## config.mk

```make
export PLATFORM = sky130hd
export DESIGN_NAME = tlc_output_encoded_ctrl
export DESIGN_NICKNAME = d
export VERILOG_FILES = /design/src/rtl/tlc_pkg.sv /design/src/rtl/tlc_interval_timer.sv /design/src/rtl/tlc_phase_decode.sv /design/src/rtl/tlc_next_output.sv /design/src/rtl/tlc_output_encoded_ctrl.sv
export SDC_FILE = /design/constraint.sdc
export NUM_CORES = 1
export LEC_CHECK = 0
export BUFFER_PORTS_ARGS = -buffer_cell sky130_fd_sc_hd__buf_2
export CORE_AREA = 2 2 39 41
export DETAILED_ROUTE_END_ITERATION = 12
export DIE_AREA = 0 0 41 43
export GPL_ROUTABILITY_DRIVEN = 0
export GPL_TIMING_DRIVEN = 0
export PLACE_DENSITY = 0.55
export SYNTH_ARGS = -nofsm -noshare
export SYNTH_HDL_FRONTEND = slang
export SYNTH_SLANG_ARGS = --single-unit
```

## constraint.sdc

```tcl
create_clock -name clk -period 3.3 [get_ports clk]
set_input_delay 0.495 -clock clk [delete_from_list [all_inputs] [get_ports clk]]
set_output_delay 0.495 -clock clk [all_outputs]
set_load 0.01 [all_outputs]
```

## src/rtl/tlc_pkg.sv

```systemverilog
package tlc_pkg;

    typedef enum logic [1:0] {
        LC_GREEN  = 2'b00,
        LC_YELLOW = 2'b01,
        LC_RED    = 2'b10
    } light_e;

    typedef enum logic [2:0] {
        PH_HWY_GO,
        PH_HWY_WARN,
        PH_FARM_GO,
        PH_FARM_WARN,
        PH_ILLEGAL
    } phase_e;

    typedef struct packed {
        light_e hwy;
        light_e farm;
    } lamp_pair_t;

    // Output pattern that identifies each phase; illegal maps to highway go.
    function automatic lamp_pair_t lamps_of(phase_e ph);
        lamp_pair_t lp;
        case (ph)
            PH_HWY_WARN:  begin lp.hwy = LC_YELLOW; lp.farm = LC_RED;    end
            PH_FARM_GO:   begin lp.hwy = LC_RED;    lp.farm = LC_GREEN;  end
            PH_FARM_WARN: begin lp.hwy = LC_RED;    lp.farm = LC_YELLOW; end
            default:      begin lp.hwy = LC_GREEN;  lp.farm = LC_RED;    end
        endcase
        return lp;
    endfunction

endpackage

```

## src/rtl/tlc_interval_timer.sv

```systemverilog
module tlc_interval_timer #(
    parameter int SHORT_TICKS = 4,
    parameter int LONG_TICKS  = 16
) (
    input  logic clk,
    input  logic rst,
    input  logic restart,
    output logic short_done,
    output logic long_done
);
    localparam int CW = $clog2(LONG_TICKS + 1);
    localparam logic [CW-1:0] SH_LIM = CW'(SHORT_TICKS);
    localparam logic [CW-1:0] LG_LIM = CW'(LONG_TICKS);

    logic [CW-1:0] ticks;

    // The restart cycle itself is cycle 0, so the count resumes at 1.
    always_ff @(posedge clk) begin
        if (rst) begin
            ticks <= '0;
        end else if (restart) begin
            ticks <= CW'(1);
        end else if (ticks < LG_LIM) begin
            ticks <= ticks + 1'b1;
        end
    end

    assign short_done = !restart && (ticks >= SH_LIM);
    assign long_done  = !restart && (ticks >= LG_LIM);


    long_before_short_chk: assert property (@(posedge clk) disable iff (rst)
        long_done |-> short_done);


    short_hold_chk: assert property (@(posedge clk) disable iff (rst)
        (short_done && !restart) |=> (short_done || restart));


    restart_masks_chk: assert property (@(posedge clk) disable iff (rst)
        restart |-> (!short_done && !long_done));

endmodule

```

## src/rtl/tlc_phase_decode.sv

```systemverilog
module tlc_phase_decode
    import tlc_pkg::*;
(
    input  logic [1:0] hwy_code,
    input  logic [1:0] farm_code,
    output phase_e     phase
);
    always_comb begin
        unique case ({hwy_code, farm_code})
            4'b00_10: phase = PH_HWY_GO;
            4'b01_10: phase = PH_HWY_WARN;
            4'b10_00: phase = PH_FARM_GO;
            4'b10_01: phase = PH_FARM_WARN;
            default:  phase = PH_ILLEGAL;
        endcase
    end
endmodule

```

## src/rtl/tlc_next_output.sv

```systemverilog
module tlc_next_output
    import tlc_pkg::*;
(
    input  phase_e     phase,
    input  logic       car_present,
    input  logic       short_done,
    input  logic       long_done,
    output logic [1:0] nxt_hwy,
    output logic [1:0] nxt_farm,
    output logic       nxt_start
);
    phase_e     target;
    logic       move;
    lamp_pair_t lamps;

    always_comb begin
        target = phase;
        move   = 1'b0;
        unique case (phase)
            PH_HWY_GO: begin
                if (car_present && long_done) begin
                    target = PH_HWY_WARN;
                    move   = 1'b1;
                end
            end
            PH_HWY_WARN: begin
                if (short_done) begin
                    target = PH_FARM_GO;
                    move   = 1'b1;
                end
            end
            PH_FARM_GO: begin
                if (!car_present || long_done) begin
                    target = PH_FARM_WARN;
                    move   = 1'b1;
                end
            end
            PH_FARM_WARN: begin
                if (short_done) begin
                    target = PH_HWY_GO;
                    move   = 1'b1;
                end
            end
            PH_ILLEGAL: begin
                target = PH_HWY_GO;
                move   = 1'b1;
            end
            default: begin
                target = PH_HWY_GO;
                move   = 1'b1;
            end
        endcase
        lamps     = lamps_of(target);
        nxt_hwy   = lamps.hwy;
        nxt_farm  = lamps.farm;
        nxt_start = move;
    end
endmodule

```

## src/rtl/tlc_output_encoded_ctrl.sv

```systemverilog
module tlc_output_encoded_ctrl
    import tlc_pkg::*;
#(
    parameter int SHORT_TICKS = 4,
    parameter int LONG_TICKS  = 16
) (
    input  logic       clk,
    input  logic       rst,
    input  logic       car_present,
    output logic [1:0] hwy_light,
    output logic [1:0] farm_light,
    output logic       start_timer
);
    phase_e     phase;
    logic       short_done;
    logic       long_done;
    logic [1:0] nxt_hwy;
    logic [1:0] nxt_farm;
    logic       nxt_start;

    tlc_phase_decode u_decode (
        .hwy_code  (hwy_light),
        .farm_code (farm_light),
        .phase     (phase)
    );

    tlc_interval_timer #(
        .SHORT_TICKS (SHORT_TICKS),
        .LONG_TICKS  (LONG_TICKS)
    ) u_timer (
        .clk        (clk),
        .rst        (rst),
        .restart    (start_timer),
        .short_done (short_done),
        .long_done  (long_done)
    );

    tlc_next_output u_next (
        .phase       (phase),
        .car_present (car_present),
        .short_done  (short_done),
        .long_done   (long_done),
        .nxt_hwy     (nxt_hwy),
        .nxt_farm    (nxt_farm),
        .nxt_start   (nxt_start)
    );

    // The five output bits are the only state of the controller.
    always_ff @(posedge clk) begin
        if (rst) begin
            hwy_light   <= LC_GREEN;
            farm_light  <= LC_RED;
            start_timer <= 1'b0;
        end else begin
            hwy_light   <= nxt_hwy;
            farm_light  <= nxt_farm;
            start_timer <= nxt_start;
        end
    end


    hwy_shows_farm_red_chk: assert property (@(posedge clk) disable iff (rst)
        (hwy_light == LC_GREEN || hwy_light == LC_YELLOW) |-> (farm_light == LC_RED));


    farm_shows_hwy_red_chk: assert property (@(posedge clk) disable iff (rst)
        (farm_light == LC_GREEN || farm_light == LC_YELLOW) |-> (hwy_light == LC_RED));


    start_marks_change_chk: assert property (@(posedge clk) disable iff (rst)
        start_timer |-> (hwy_light != $past(hwy_light) || farm_light != $past(farm_light)));


    stable_without_start_chk: assert property (@(posedge clk) disable iff (rst)
        (!start_timer && phase != PH_ILLEGAL && $past(phase) != PH_ILLEGAL)
            |-> ($stable(hwy_light) && $stable(farm_light)));


    hwy_hold_chk: assert property (@(posedge clk) disable iff (rst)
        (phase == PH_HWY_GO && !(car_present && long_done)) |=> !start_timer);


    hwy_yield_order_chk: assert property (@(posedge clk) disable iff (rst)
        ($past(phase) == PH_HWY_GO && start_timer) |-> (phase == PH_HWY_WARN));


    hwy_release_order_chk: assert property (@(posedge clk) disable iff (rst)
        ($past(phase) == PH_HWY_WARN && start_timer) |-> (phase == PH_FARM_GO));


    farm_yield_chk: assert property (@(posedge clk) disable iff (rst)
        (phase == PH_FARM_GO && (!car_present || long_done)) |=> (phase == PH_FARM_WARN && start_timer));


    farm_release_order_chk: assert property (@(posedge clk) disable iff (rst)
        ($past(phase) == PH_FARM_WARN && start_timer) |-> (phase == PH_HWY_GO));


    illegal_recover_chk: assert property (@(posedge clk) disable iff (rst)
        (phase == PH_ILLEGAL) |=> (phase == PH_HWY_GO && start_timer));

endmodule

```

==> results by group <==
Yosys
  • Net Count, Synth: 59
  • Post-synthesis cell type count: 29
  • Syn avg cell area: 8.96 sq um
  • Post-synth top area cell: dfxtp_1
  • Top_reg_cell synth: dfxtp_1
  • Ranking of synthesized cells by area: dfxtp_1 (41%), nor3_1 (7.1%), nor2_1 (3.8%), nor2b_1 (3.8%), xnor2_1 (3.6%)
  • Yosys reg bits: 10
  • Async SR Flop Fraction: 0
  • Most numerous cell in the Yosys netlist: dfxtp_1
  • Top-area cell type share of the netlist area: 0.406
  • Sequential share of the synthesized area: 0.406
  • Synth warn: 0
  • Mapped Cells: 55
  • Most frequent cells after synthesis: dfxtp_1 (10), nor3_1 (7), nor2_1 (5)
  • Post-synth EDFFs: 0
  • Post-Syn Area: 493 sq um

Final layout
  • Synthesis-to-layout area growth: 17.5%
  • Final #Nets: 70
  • Antenna cells: 0
  • Share of cells above drive strength 1: 0.215

STA
  • Sum Neg Setup Slack: 0 ns
  • Endpoints failing setup: 0
  • Final critical-path share of the clock period: 0.436
  • Fin Hold WS: 0.501 ns
  • Clock Skew: 0.000971 ns
  • Actual slew at the worst max-slew pin: 0.362 ns
  • Final-report hold violation count: 0
  • Max-slew violation count: 0
  • Max_slew headroom: 0.752
  • RSZ-0062 raised after global routing: no
  • Min Tclk post-route: 1.44 ns
  • Fmax achieved: 0.694 GHz

Die
  • Die area: 1760 sq um
  • Core Box Area: 1380 sq um
  • Die extent in x: 41 microns
  • Cell row count: 14
  • Num ports: 8
  • Die Ht: 43 microns
  • Initial core utilization: 0.356

Power and ir drop
  • Gate power share: 0.054
  • Sequential share of power: 0.506
  • Switch Pwr: 0.0541 mW
  • Sw Ratio: 0.215
  • Int Power: 0.197 mW
  • Pwr Density: 434 nW/um^2
  • Clock share of power: 0.440
  • LEAKAGE: 0.232 nW
  • Maximum VDD drop: 0.000221 V

Drt
  • Vias per cell: 5.06
  • First-pass DRT Iterations: 4
  • Routed len/inst: 11.7 microns
  • Detailed Route Iter0 Violations: 12
  • Final WL: 951 microns
  • Vias post-DR: 410
  • # DRC: 0
  • Post-route ant nets: 0

Clock tree
  • Worst skew pair latency: 0.26 ns
  • Max Root-Sink Buffers: 2
  • CTS Buf Count: 3
  • Num Clock Sinks: 10
  • CTS clk-pin slew, worst paths: 0.07 ns
  • Hold_buf cts: 0
  • H-tree Lvls: 1
  • Post-CTS sizing: 0
  • CTS tree: yes
  • Setup bufs post-CTS: 0
  • Root Buffer: clkbuf_4

Setup path
  • Top fanout value on the critical path: 8
  • Reg2reg setup slack: 1.86 ns
  • WP data required: 3.44 ns
  • Critical path's largest stage delay: 0.43 ns
  • Type of origin of the critical path: register
  • Critical path class: register to register
  • FF-to-FF path depth: 5
  • Crit-path cells: buf_6 -> nor3_2 -> nor3_1 -> or4_4 -> a21boi_0
  • WP data arrival: 1.58 ns
  • Crit. End Element: register
  • Critical path's slowest cell: or4_4

Worst hold path
  • Hold Path Stages: 2
  • Hold WC Path Type: register to register

Global route
  • Antenna violations before repair: 0
  • All-layer global routing usage: 0.134
  • Vias in the first global route: 353
  • Global-route wire length before repair: 1550 microns
  • Gr ovfl total: 0
  • Largest net degree at the start of global routing: 11

Placement
  • DP Wirelength: 691 microns
  • IO buf count: 6

Run
  • Max cap viols: 0

Outcome
  • Status: finished, final reports clean
cell usage in the layout, fill, tap and decap left out:
master	n
clkbuf_8	1
ha_1	1
dfxtp_1	10
nand4b_1	1
or3_1	1
buf_2	7
nor2_1	5
a21bo_1	1
o211a_1	1
xnor2_1	2
nand2_1	1
a21boi_0	1
a31oi_1	1
nor3_2	1
a21oi_1	2
o21ai_0	3
inv_1	2
nand3b_1	1
a311oi_1	1
clkbuf_4	3
nor2b_1	3
nand4_1	1
clkbuf_1	1
or4_4	1
xor2_1	1
nand2b_1	1
a2111oi_0	1
buf_6	1
nor3_1	7
mux2i_1	1
o21bai_1	1
worst paths after layout:
path,from,endpoint
max,u_timer.ticks[4],farm_light[1]
max reg2reg,u_timer.ticks[4],farm_light[1]
min reg2reg,farm_light[1],farm_light[0]
min,farm_light[1],farm_light[0]
metal layers:
layer,part of all wire,wire (microns),up-vias,global-route usage
li1,-,-,221,-
met4,0.015,14,0,0.0800
met2,0.44,421,7,0.153
met1,0.49,470,180,0.205
met5,0,0,-,0
met3,0.046,44,2,0.0471
final cells by class:
cell class | instances | area (sq um)
fillers | 151 | 805
multi-input cells | 40 | 265
flip-flops and latches | 10 | 200
clock buffers | 4 | 36.3
repair buffers | 6 | 30.0
plain buffers | 3 | 20.0
well taps | 16 | 20.0
inverters | 2 | 7.51
worst max-delay path, delay by kind of cell (launching register included):
kind                   cells  cell delay (ns)
buffers and inverters      1             0.13
DFF                        1             0.31
AOI/OAI and AO/OA          1             0.14
and+or+nand+nor            3             0.74
sequential cells by signal, indices dropped and copies added, names as in the netlist:
name / count
u_timer.ticks: 5
farm_light: 2
start_timer: 1
hwy_light: 2
power by group through the flow:
| stage | registers, mW | logic (mW) | clock network (mW) |
|---|---|---|---|
| detailed placement | 0.130 | 0.0138 | 0 |
| global placement | 0.130 | 0.0135 | 0 |
| global route | 0.128 | 0.0157 | 0.118 |
| floorplan | 0.129 | 0.0107 | 0 |
| CTS | 0.127 | 0.0139 | 0.115 |
| finish | 0.127 | 0.0136 | 0.111 |
logic make-up (layout without fill, tap and decap cells):
group	count (synthesis)	count (layout)	share of synthesized area
buffers and inverters	5	15	0.0558
adders and majority gates	1	1	0.0254
and+or+nand+nor	23	23	0.269
DFF	10	10	0.406
xor gates and xnor gates	3	3	0.0533
AOI/OAI and AO/OA	12	12	0.170
muxes	1	1	0.0203
metrics by stage:
step	std cells	util	worst slack (ns)	power [mW]	cell area (sq um)
2_1_floorplan	55	-	1.87	0.140	493
3_3_place_gp	77	0.392	1.78	0.144	543
3_5_place_dp	77	0.392	1.77	0.144	543
4_1_cts	81	0.419	1.85	0.256	579
5_1_grt	81	0.419	1.81	0.261	579
6_report	81	0.419	1.86	0.251	579
No activity file was read; power rests on OpenSTA's default activity.
